==> config.mk <==
export PLATFORM = sky130hd
export DESIGN_NAME = rot_freq_det
export DESIGN_NICKNAME = d
export VERILOG_FILES = /design/src/rtl/rfd_pkg.sv /design/src/rtl/rfd_lock_gate.sv /design/src/rtl/rfd_region_hist.sv /design/src/rtl/rfd_pulse_out.sv /design/src/rtl/rot_freq_det.sv
export SDC_FILE = /design/constraint.sdc
export NUM_CORES = 1
export LEC_CHECK = 0
export BUFFER_PORTS_ARGS = -buffer_cell sky130_fd_sc_hd__clkbuf_2
export CORE_AREA = 5 5 42 44
export CTS_CLUSTER_SIZE = 8
export DETAILED_ROUTE_END_ITERATION = 8
export DIE_AREA = 0 0 47 49
export GPL_TIMING_DRIVEN = 0
export PLACE_DENSITY = 0.31
export REMOVE_ABC_BUFFERS = 1
export SYNTH_ARGS = -nofsm -noshare
export SYNTH_HDL_FRONTEND = slang
export SYNTH_HIERARCHICAL = 1
export SYNTH_SLANG_ARGS = --single-unit
==> constraint.sdc <==
create_clock -name clk_i -period 2.5 [get_ports clk_i]
set_input_delay 0.125 -clock clk_i [delete_from_list [all_inputs] [get_ports clk_i]]
set_output_delay 0.125 -clock clk_i [all_outputs]
set_load 0.01 [all_outputs]
==> src/rtl/rfd_pkg.sv <==
package rfd_pkg;
  typedef enum logic [1:0] {
    HIST_NONE = 2'b00,
    HIST_EARLY = 2'b01,
    HIST_LATE = 2'b10
  } hist_e;
endpackage

==> src/rtl/rfd_lock_gate.sv <==
module rfd_lock_gate (
  input  logic clk_i,
  input  logic rst_ni,
  input  logic small_up_i,
  output logic active_o
);
  logic lock_q;

  always_ff @(posedge clk_i or negedge rst_ni) begin
    if (!rst_ni) lock_q <= 1'b0;
    else         lock_q <= small_up_i;
  end

  // detector armed only when not locked now and not locked last cycle
  assign active_o = ~small_up_i & ~lock_q;

  p_rearm_r8: assert property (@(posedge clk_i) disable iff (!rst_ni)
    small_up_i |=> !active_o);
endmodule

==> src/rtl/rfd_region_hist.sv <==
module rfd_region_hist
  import rfd_pkg::*;
(
  input  logic clk_i,
  input  logic rst_ni,
  input  logic active_i,
  input  logic clear_i,
  input  logic early_i,
  input  logic late_i,
  output logic rot_up_o,
  output logic rot_dn_o
);
  hist_e hist_q, hist_d;

  always_comb begin
    hist_d   = hist_q;
    rot_up_o = 1'b0;
    rot_dn_o = 1'b0;
    if (clear_i) begin
      hist_d = HIST_NONE;
    end else if (active_i) begin
      if (early_i && late_i) begin
        hist_d = HIST_NONE;
      end else if (late_i && hist_q == HIST_EARLY) begin
        rot_up_o = 1'b1;
        hist_d   = HIST_NONE;
      end else if (early_i && hist_q == HIST_LATE) begin
        rot_dn_o = 1'b1;
        hist_d   = HIST_NONE;
      end else if (early_i) begin
        hist_d = HIST_EARLY;
      end else if (late_i) begin
        hist_d = HIST_LATE;
      end
    end
  end

  always_ff @(posedge clk_i or negedge rst_ni) begin
    if (!rst_ni) hist_q <= HIST_NONE;
    else         hist_q <= hist_d;
  end

  p_clear_r7: assert property (@(posedge clk_i) disable iff (!rst_ni)
    clear_i |=> hist_q == HIST_NONE);
  p_hold_r10: assert property (@(posedge clk_i) disable iff (!rst_ni)
    (!early_i && !late_i && !clear_i) |=> $stable(hist_q));
  p_conflict_r6: assert property (@(posedge clk_i) disable iff (!rst_ni)
    (early_i && late_i) |=> hist_q == HIST_NONE);
endmodule

==> src/rtl/rfd_pulse_out.sv <==
module rfd_pulse_out (
  input  logic clk_i,
  input  logic rst_ni,
  input  logic rot_up_i,
  input  logic rot_dn_i,
  output logic freq_up_o,
  output logic freq_dn_o
);
  always_ff @(posedge clk_i or negedge rst_ni) begin
    if (!rst_ni) begin
      freq_up_o <= 1'b0;
      freq_dn_o <= 1'b0;
    end else begin
      freq_up_o <= rot_up_i;
      freq_dn_o <= rot_dn_i;
    end
  end

  p_excl_r9: assert property (@(posedge clk_i) disable iff (!rst_ni)
    !(freq_up_o && freq_dn_o));
endmodule

==> src/rtl/rot_freq_det.sv <==
module rot_freq_det (
  input  logic clk_i,
  input  logic rst_ni,
  input  logic small_up_i,
  input  logic large_up_i,
  input  logic large_dn_i,
  output logic freq_up_o,
  output logic freq_dn_o
);
  logic active, rot_up, rot_dn;

  rfd_lock_gate u_lock (
    .clk_i     (clk_i),
    .rst_ni    (rst_ni),
    .small_up_i(small_up_i),
    .active_o  (active)
  );

  rfd_region_hist u_hist (
    .clk_i   (clk_i),
    .rst_ni  (rst_ni),
    .active_i(active),
    .clear_i (small_up_i),
    .early_i (large_up_i),
    .late_i  (large_dn_i),
    .rot_up_o(rot_up),
    .rot_dn_o(rot_dn)
  );

  rfd_pulse_out u_out (
    .clk_i    (clk_i),
    .rst_ni   (rst_ni),
    .rot_up_i (rot_up),
    .rot_dn_i (rot_dn),
    .freq_up_o(freq_up_o),
    .freq_dn_o(freq_dn_o)
  );

  p_silent_r7: assert property (@(posedge clk_i) disable iff (!rst_ni)
    small_up_i |=> (!freq_up_o && !freq_dn_o));
  p_up_cause_r2: assert property (@(posedge clk_i) disable iff (!rst_ni)
    freq_up_o |-> ($past(large_dn_i) && !$past(large_up_i)));
  p_dn_cause_r3: assert property (@(posedge clk_i) disable iff (!rst_ni)
    freq_dn_o |-> ($past(large_up_i) && !$past(large_dn_i)));
  p_single_r5: assert property (@(posedge clk_i) disable iff (!rst_ni)
    (freq_up_o || freq_dn_o) |=> (!freq_up_o && !freq_dn_o));
endmodule

Yosys cells after proc, flatten, opt, wreduce, memory -nomap -nowiden
Index checks and enable logic that the tools add are counted.

Eq/ne operators: 2. Muxes and demuxes: 16. Bitwise logic cells: 3. Reduce and logical (&&, ||, !) cells: 6.

Operator list (count): 2-bit two-way mux (7); 1-bit two-way mux (9); 6-bit nonzero test (1); 1-bit logical AND (3); 2-bit by 1-bit equality test with 1-bit output (second input constant) (1); 2-bit equality test (second input constant) (1); 1-bit inverter (2); 2-bit AND reduction (1); 2-bit nonzero test (1); 1-bit bitwise AND (1).

Flip-flop bits (word level): 5. Input bits: 5. Output and inout port bits: 2.

Longest topological paths before layout
Gate-level depths: netlist (run 1).

Word-level depth: 7. Gate-level depth with buffers: 3. Depth with buffers taken out: 3.

Hierarchy
Netlist (run 1), hierarchy kept.

Modules (own cells, without submodules): rfd_region_hist (instances 1, cells an instance 12, area each 118.9 µm², seq. area each 50.0 µm²); rfd_pulse_out (instances 1, cells an instance 2, area each 50.0 µm², seq. area each 50.0 µm²); rfd_lock_gate (instances 1, cells an instance 2, area each 28.8 µm², seq. area each 25.0 µm²).

Worst setup path after synthesis (run 1)
OpenSTA, ideal clock, no wires.

Path kind: reg2reg. From: reg u_lock.lock_q. To: reg u_hist.hist_q[0]. Library setup time: 0.104 ns. Data arrival time: 0.886 ns. Required time: 2.396 ns. Setup slack: 1.510 ns. Cell stages (with the launch flop): 4. Buffers on the path: 0. Period minus slack after synthesis: 0.990 ns. Cells stage by stage: dfrtp_1 nor2_1 nand3b_1 a221oi_1.

Cells in the longest elaborated chain, start to end: 4.

RTL lines: start, declared (line rfd_lock_gate.sv:7) `logic lock_q;`; start signal, assigned (line rfd_lock_gate.sv:11) `else lock_q <= small_up_i;`; 1-bit inverter (line rfd_lock_gate.sv:15) `assign active_o = ~small_up_i & ~lock_q;`; 1-bit bitwise AND (line rfd_lock_gate.sv:15); net active (line rot_freq_det.sv:10) `logic active, rot_up, rot_dn;`; 2-bit nonzero test (no line); 2-bit AND reduction (no line); end signal, assigned (line rfd_region_hist.sv:40) `else hist_q <= hist_d;`; end, declared (line rfd_region_hist.sv:13) `hist_e hist_q, hist_d;`.

The timed path passes the listed nets, and every way through them passes these cells. A chain may end at the register's enable or synchronous reset.

Worst setup path in the final report (run 1)
Ends and elaborated chain as after synthesis.

==> key figures, run 1 <==
Global route
  – Grt total ovfl: 0
  – Initial antenna violation count: 0
  – Total GRT Usage: 5.30%
  – Number of global-route vias before repair: 182
  – Largest net degree at the start of global routing: 7
  – First-pass GRT wire length: 759 um

Hold path
  – HP Start: small_up_i
  – Min-Delay Path Class: input port to flip-flop
  – Hold path depth: 1
  – Worst hold endpoint: u_lock/lock_q

Clocking
  – Setup Fix Bufs, Post-CTS: 0
  – Root Driver: clkbuf_4
  – Clock latency on the worst-skew pair: 0.24 ns
  – Total CTS buffers: 3
  – Clock buffer depth: 2
  – Clk sinks: 5
  – CTS tree: built
  – CTS Hold Bufs: 1
  – Clock transition at the registers of the reported paths: 0.04 ns
  – Post-CTS Resized: 0
  – H-tree depth: 1

Drt
  – WL/cell: 9.67 um
  – Total wire length: 416 um
  – ANT nets after route: 0
  – 1st-iter DRT viols: 11
  – Post-route DRC violation count: 0
  – Post-DR vias/cell: 4.00
  – DR vias: 172
  – First-pass iteration count of the detailed router: 3

Finish
  – Antenna cells: 0
  – Final cell count without fillers: 43
  – Util after Layout: 20.3%
  – Share of layout cells above drive strength 1: 33.3%
  – Nets: 33
  – Syn-to-layout area delta: 43.7%

Critical path
  – Startpoint Class: flip-flop
  – Max stage delay on crit path: 0.35 ns
  – Crit-path max FO: 6
  – Critical Path Stages: 3
  – Worst path bufs/invs: 0
  – Req. time, crit path: 2.64 ns
  – Flop2flop setup slack: 1.39 ns
  – Reg2reg start: u_lock/lock_q
  – Critical path class: flip-flop to flip-flop
  – Crit path DAT: 1.25 ns
  – CP Cell Sequence: nor2_1 -> nand3b_1 -> a221oi_1
  – Delay-heaviest family, CP: simple AND/OR/NAND/NOR gates
  – Max stage delay cell, worst path: dfrtp_1
  – Worst r2r path cells: 3
  – CP endpoint kind: flip-flop
  – Reg2reg end: u_hist/hist_q[0]

Timing
  – Final setup fails: 0
  – Minimum clock period: 1.11 ns
  – TNS Setup: 0 ns
  – RSZ-0062 raised after global routing: false
  – Clock Skews: 0.000940 ns
  – Final hold violation count: 0
  – Max Slew Vio Count: 0
  – Rel. slew slack: 77.5%
  – Worst setup margin: 1.39 ns
  – Peak Freq: 901 MHz
  – Final Cycle Share: 44.4%
  – Worst-Margin Slew: 0.336 ns
  – Hold_ws: 0.0814 ns

Placement
  – Placed Instances: 38
  – Place WS: 1.40 ns
  – Routability cong.: 0.778
  – Port bufs: 6

Floorplan
  – Die H: 49 um
  – Starting density of the core: 14.1%
  – Die area: 2300 um2
  – I/O pins: 7
  – # rows: 14
  – Die width: 47 um
  – Core ar.: 1400 um2

Logic synthesis
  – Cells after Synth: 16
  – Largest family of logic cells by synthesized area: simple AND/OR/NAND/NOR gates
  – Synth cell types: 9
  – Avg Inst Size Synth: 12.4 um2
  – Synthesized area: 198 um2
  – Sequential-to-total area share from yosys stat: 63.3%
  – Post-Synth Simple-Gate Area: 24.1%
  – Adder-cell area share of the yosys netlist: 0%
  – Multiplexer area fraction after synthesis: 0%
  – #FFs+latches synth: 5
  – Synth Area in XOR/XNOR: 0%
  – Warnings, synthesis: 6
  – Synth Area in Compound Gates: 8.86%

Pwr
  – VDD IR max: 0.174 mV
  – Pleak: 0.130 nW
  – Pwr dens: 671 nW/um2

Job
  – Max-Cap Viols: 0

Status
  – Outcome: finished, final reports clean
-- sequential cells by signal (all words and copies together), names as in the netlist --
| signal | flops |
|---|---|
| u_out/freq_up_o | 1 |
| u_out/freq_dn_o | 1 |
| u_lock/lock_q | 1 |
| u_hist/hist_q | 2 |
-- cell usage in the layout, fill, tap and decap left out, drive strengths merged --
| cell type | instances |
|---|---|
| inv | 2 |
| clkbuf | 10 |
| nand3b | 2 |
| nor3 | 1 |
| dfrtp | 5 |
| nand4b | 1 |
| dlygate4sd3 | 1 |
| and3 | 1 |
| a221oi | 2 |
| nor2 | 1 |
| nor4b | 1 |
-- Yosys cell counts --
| library cell | n | share of area (%) |
|---|---|---|
| a221oi_1 | 2 | 8.9 |
| and3_1 | 1 | 3.2 |
| dfrtp_1 | 5 | 63 |
| inv_1 | 2 | 3.8 |
| nand3b_1 | 2 | 7.6 |
| nand4b_1 | 1 | 4.4 |
| nor2_1 | 1 | 1.9 |
| nor3_1 | 1 | 2.5 |
| nor4b_1 | 1 | 4.4 |
-- report_power, final --
group          internal [W]  switching (W)
logic            0.00000595     0.00000733
registers         0.0000837     0.00000146
clock network     0.0000603      0.0000318
-- how the worst max path moves through the flow --
stage / endpoint / slack, ns / from
final: u_hist/hist_q[0] / 1.39 / u_lock/lock_q
after global routing: u_hist/hist_q[1] / 1.26 / u_lock/lock_q
after CTS: u_hist/hist_q[0] / 1.40 / u_lock/lock_q
after detailed placement: u_hist/hist_q[0] / 1.40 / u_lock/lock_q
after global placement: u_hist/hist_q[0] / 1.38 / u_lock/lock_q
after floorplan: u_hist/hist_q[0] / 1.51 / u_lock/lock_q
-- layer usage --
| layer | GRT usage [%] | wire [um] |
|---|---|---|
| met5 | 0 | 0 |
| met4 | 6.91 | 17 |
| met3 | 4.80 | 48 |
| met2 | 4.30 | 153 |
| met1 | 6.22 | 197 |
-- stage by stage --
step	instance area, um2	power [W]
floorplan	198	0.0000904
global placement	248	0.0000982
detailed placement	248	0.0000982
CTS	284	0.000196
global route	284	0.000205
finish	284	0.000190
-- cells by family after synthesis --
group | Yosys count
buf+inv | 2
simple gates | 7
flops | 5
compound gates | 2
-- cell type report --
| class | count | area [um2] |
|---|---|---|
| fill | 160 | 1120 |
| sequential | 5 | 125 |
| multi-input combinational | 9 | 65.1 |
| timing repair buffer | 7 | 40.0 |
| clock buffer | 4 | 26.3 |
| tap | 16 | 20.0 |
| inverter | 2 | 7.51 |
Power figures use the tool's default switching activity.
==> inputs of run 2 (changes only) <==
==> constraint.sdc (replaced) <==
create_clock -name clk_i -period 1.1 [get_ports clk_i]
set_input_delay 0.055 -clock clk_i [delete_from_list [all_inputs] [get_ports clk_i]]
set_output_delay 0.055 -clock clk_i [all_outputs]
set_load 0.01 [all_outputs]
==> key figures, run 2 (same netlist as run 1, synthesis figures left out) <==
Status
  – Outcome: finished, final reports clean

Timing
  – Final setup fails: 0
  – Rel. slew slack: 82.8%
  – Final hold violation count: 0
  – Worst-Margin Slew: 0.254 ns
  – Clock Skews: 0.00107 ns
  – Final Cycle Share: 89.9%
  – Worst setup margin: 0.111 ns
  – Minimum clock period: 0.989 ns
  – RSZ-0062 raised after global routing: false
  – Max Slew Vio Count: 0
  – Peak Freq: 1010 MHz

Clocking
  – Clock buffer depth: 2
  – Clk sinks: 5
  – H-tree depth: 1
  – Total CTS buffers: 3
  – Root Driver: clkbuf_4
  – Setup Fix Bufs, Post-CTS: 0
  – CTS tree: built
  – Clock latency on the worst-skew pair: 0.24 ns
  – Clock transition at the registers of the reported paths: 0.04 ns

Drt
  – Post-DR vias/cell: 3.98
  – Total wire length: 420 um
  – 1st-iter DRT viols: 11
  – Post-route DRC violation count: 0
  – First-pass iteration count of the detailed router: 5
  – DR vias: 171
  – WL/cell: 9.77 um
  – ANT nets after route: 0

Placement
  – Port bufs: 6
  – Place WS: 0.00391 ns
  – Routability cong.: 0.778
  – Placed Instances: 38

Global route
  – Total GRT Usage: 5.30%
  – GRT Max-Usage Layer: met4
  – Grt total ovfl: 0
  – First-pass GRT wire length: 759 um
  – Met2 usage: 4.30%
  – Met3 usage: 4.80%
  – Initial antenna violation count: 0
  – Number of global-route vias before repair: 182
  – Met1 Use GR: 6.22%
  – Largest net degree at the start of global routing: 7

Floorplan
  – Die width: 47 um
  – Die area: 2300 um2
  – I/O pins: 7
  – Starting density of the core: 14.1%
  – # rows: 14
  – Core ar.: 1400 um2
  – Die H: 49 um

Pwr
  – Pwr dens: 1490 nW/um2
  – Pleak: 0.130 nW
  – VDD IR max: 0.393 mV

Finish
  – Largest register by flop count: u_hist/hist_q
  – Share of layout cells above drive strength 1: 37.0%
  – Commonest cells after routing, fill and taps aside: 6 x clkbuf_2, 5 x dfrtp_1, 3 x clkbuf_4
  – Max reg flops: 2
  – Nets: 33
  – Final cell count without fillers: 43
  – Antenna cells: 0
  – Most common cell after layout, fill and taps aside: clkbuf_2
  – Syn-to-layout area delta: 47.5%
  – Util after Layout: 20.8%

Critical path
  – Startpoint Class: flip-flop
  – Crit-path max FO: 6
  – CP endpoint kind: flip-flop
  – Critical path class: flip-flop to flip-flop
  – Max stage delay cell, worst path: dfrtp_1
  – Req. time, crit path: 1.24 ns
  – Crit path DAT: 1.13 ns
  – Max stage delay on crit path: 0.38 ns
  – CP Cell Sequence: nor2_4 -> nand3b_1 -> a221oi_1

Hold path
  – Min-Delay Path Class: input port to flip-flop

Job
  – Max-Cap Viols: 0
==> run 2: cell types whose count changed in the layout (fill, tap and decap cells not counted) <==
cell | before | now
nor2_1 | 1 | 0
nor2_4 | 0 | 1
==> run 2: power by group <==
part | internal, W | switching [W]
registers | 0.000190 | 0.00000433
logic | 0.0000146 | 0.0000176
clock network | 0.000137 | 0.0000711
total | 0.000342 | 0.0000931
==> run 2: critical path, delay by kind of cell, from the launching register on <==
kind,cells,cell delay [ns]
simple gates,2,0.26
flops,1,0.38
compound gates,1,0.24
==> run 2: worst paths after layout <==
kind	start	end	slack, ns	cells after the start
min in group asynchronous	rst_ni	u_lock/lock_q	0.16	2
max in group asynchronous	rst_ni	u_out/freq_dn_o	0.80	2
setup reg to reg	u_lock/lock_q	u_hist/hist_q[1]	0.11	3
hold reg to reg	u_hist/hist_q[0]	u_hist/hist_q[0]	0.57	2
setup / recovery	u_lock/lock_q	u_hist/hist_q[1]	0.11	3
hold / removal	large_up_i	u_out/freq_up_o	0.03	2
==> run 2: final cells by class <==
class / instances / area, um2
Inverter: 2 / 7.51
Timing Repair Buffer: 7 / 40.0
Clock buffer: 4 / 26.3
Tap cell: 16 / 20.0
Fill cell: 160 / 1110
Sequential cell: 5 / 125
Multi-Input combinational cell: 9 / 72.6
==> run 2: layer usage <==
metal	share of wire, %	up-vias
met5	0	-
met4	0	0
met3	13	0
met2	42	12
met1	45	76
li1	-	83
==> run 2: per-stage QoR <==
| step | area, um2 | hold slack, ns | power (W) | setup TNS (ns) |
|---|---|---|---|---|
| after floorplan | 198 | -0.241 | 0.000205 | 0 |
| after global placement | 248 | -0.125 | 0.000223 | -0.0336 |
| after detailed placement | 248 | -0.121 | 0.000223 | 0 |
| after CTS | 287 | 0.00121 | 0.000447 | 0 |
| after global routing | 292 | 0.0195 | 0.000468 | 0 |
| final | 292 | 0.0310 | 0.000435 | 0 |
==> run 2: timing repair <==
item                                    in CTS  in global routing
gates resized for setup                      1                  1
endpoints found under the hold margin        5                  0
gates cloned                                 0                  0
endpoints found under the setup margin       1                  2
hold buffers                                 1                  0
==> inputs of run 3 (changes only) <==
--- a/config.mk
+++ b/config.mk
@@ -6,10 +6,10 @@
 export NUM_CORES = 1
 export LEC_CHECK = 0
 export BUFFER_PORTS_ARGS = -buffer_cell sky130_fd_sc_hd__clkbuf_2
-export CORE_AREA = 5 5 42 44
+export CORE_AREA = 2 2 39 41
 export CTS_CLUSTER_SIZE = 8
 export DETAILED_ROUTE_END_ITERATION = 8
-export DIE_AREA = 0 0 47 49
+export DIE_AREA = 0 0 41 43
 export GPL_TIMING_DRIVEN = 0
 export PLACE_DENSITY = 0.31
 export REMOVE_ABC_BUFFERS = 1
==> key figures, run 3 (same netlist as run 1, synthesis figures left out) <==
Status
  – Outcome: finished, final reports clean

Global route
  – Number of global-route vias before repair: 151
  – First-pass GRT wire length: 600 um
  – Largest net degree at the start of global routing: 7
  – Grt total ovfl: 0
  – Total GRT Usage: 5.83%
  – Initial antenna violation count: 0

Clocking
  – Total CTS buffers: 3
  – Clk sinks: 5
  – Setup Fix Bufs, Post-CTS: 0
  – Clock buffer depth: 2
  – CTS tree: built
  – Clock transition at the registers of the reported paths: 0.04 ns
  – Root Driver: clkbuf_4
  – Clock latency on the worst-skew pair: 0.24 ns
  – H-tree depth: 1

Timing
  – Max Slew Vio Count: 0
  – Hold_ws: 0.0194 ns
  – Final hold violation count: 0
  – Rel. slew slack: 83.1%
  – Worst setup margin: 0.0911 ns
  – Minimum clock period: 1.01 ns
  – RSZ-0062 raised after global routing: false
  – Worst-Margin Slew: 0.250 ns
  – Clock Skews: 0.00438 ns
  – Final setup fails: 0
  – Final Cycle Share: 91.7%
  – TNS Setup: 0 ns
  – Peak Freq: 991 MHz

Floorplan
  – Core ar.: 1380 um2
  – Die width: 41 um
  – # rows: 14
  – Starting density of the core: 14.3%
  – I/O pins: 7
  – Die area: 1760 um2
  – Die H: 43 um

Placement
  – Routability cong.: 0.681
  – DP Area: 248 um2
  – Port bufs: 6
  – Post-DP HPWL: 304 um
  – Place WS: -0.0121 ns

Pwr
  – Pleak: 0.134 nW
  – Pwr dens: 1460 nW/um2
  – Pwr Total: 0.000439 W
  – VDD IR max: 0.790 mV

Finish
  – Max reg flops: 2
  – Antenna cells: 0
  – Syn-to-layout area delta: 52.5%
  – Commonest cells after routing, fill and taps aside: 6 x clkbuf_2, 5 x dfrtp_1, 3 x clkbuf_4
  – Largest register by flop count: u_hist/hist_q
  – Fin area: 302 um2
  – Most common cell after layout, fill and taps aside: clkbuf_2
  – Share of layout cells above drive strength 1: 35.7%
  – Nets: 34

Critical path
  – Worst r2r path cells: 3
  – CP startpoint: u_lock/lock_q
  – Crit path DAT: 1.14 ns
  – Flop2flop setup slack: 0.09 ns
  – Critical path class: flip-flop to flip-flop
  – CP endpoint: u_hist/hist_q[1]
  – Crit-path max FO: 6
  – Req. time, crit path: 1.23 ns
  – Reg2reg end: u_hist/hist_q[1]
  – CP endpoint kind: flip-flop
  – Reg2reg start: u_lock/lock_q
  – Startpoint Class: flip-flop

Drt
  – First-pass iteration count of the detailed router: 2
  – Post-route DRC violation count: 0
  – 1st-iter DRT viols: 2
  – DR vias: 169
  – Total wire length: 410 um
  – ANT nets after route: 0
  – WL/cell: 9.32 um
  – Post-DR vias/cell: 3.84

Job
  – Max-Cap Viols: 0

Hold path
  – Min-Delay Path Class: input port to flip-flop
[run 3: what timing repair did]
| action | CTS | global route |
|---|---|---|
| gates resized for setup | 1 | 1 |
| setup endpoints to repair | 2 | 2 |
| hold endpoints to repair | 6 | 0 |
| hold buffers | 2 | 0 |
[run 3: per-layer routing]
metal,global-route usage (%),wire length [um]
met1,7.74,207
met2,5.00,156
met3,6.28,46
met4,4.00,0
met5,0,0
[run 3: power by group]
part / switching [W] / internal (W)
Combinational: 0.0000176 / 0.0000169
Sequential: 0.00000495 / 0.000190
Clock: 0.0000722 / 0.000137
Total: 0.0000947 / 0.000344
[run 3: worst min path at each step]
stage	start	to	depth (start not counted)
3_3_place_gp	rst_ni	u_out/freq_dn_o	1
4_1_cts	large_up_i	u_out/freq_up_o	2
5_1_grt	large_up_i	u_out/freq_up_o	2
2_1_floorplan	rst_ni	u_hist/hist_q[0]	0
6_report	large_up_i	u_out/freq_up_o	2
3_5_place_dp	rst_ni	u_out/freq_up_o	1
[run 3: metrics by stage]
stage | cells | util [%]
5_1_grt | 44 | 21.8
6_report | 44 | 21.8
4_1_cts | 44 | 21.4
2_1_floorplan | 16 | -
3_5_place_dp | 38 | 17.9
3_3_place_gp | 38 | 17.9
[run 3: area by class of cell]
type                            instances  area [um2]
Timing Repair Buffer                    8        50.0
Fill cell                             148        1080
Sequential cell                         5         125
Inverter                                2        7.51
Tap cell                               16        20.0
Clock buffer                            4        26.3
Multi-Input combinational cell          9        72.6
[run 3: worst max-delay path: stages, from the launching register on]
cell and delay (ns):
dfrtp_1 0.39, nor2_4 0.16, nand3b_1 0.09, a221oi_1 0.25
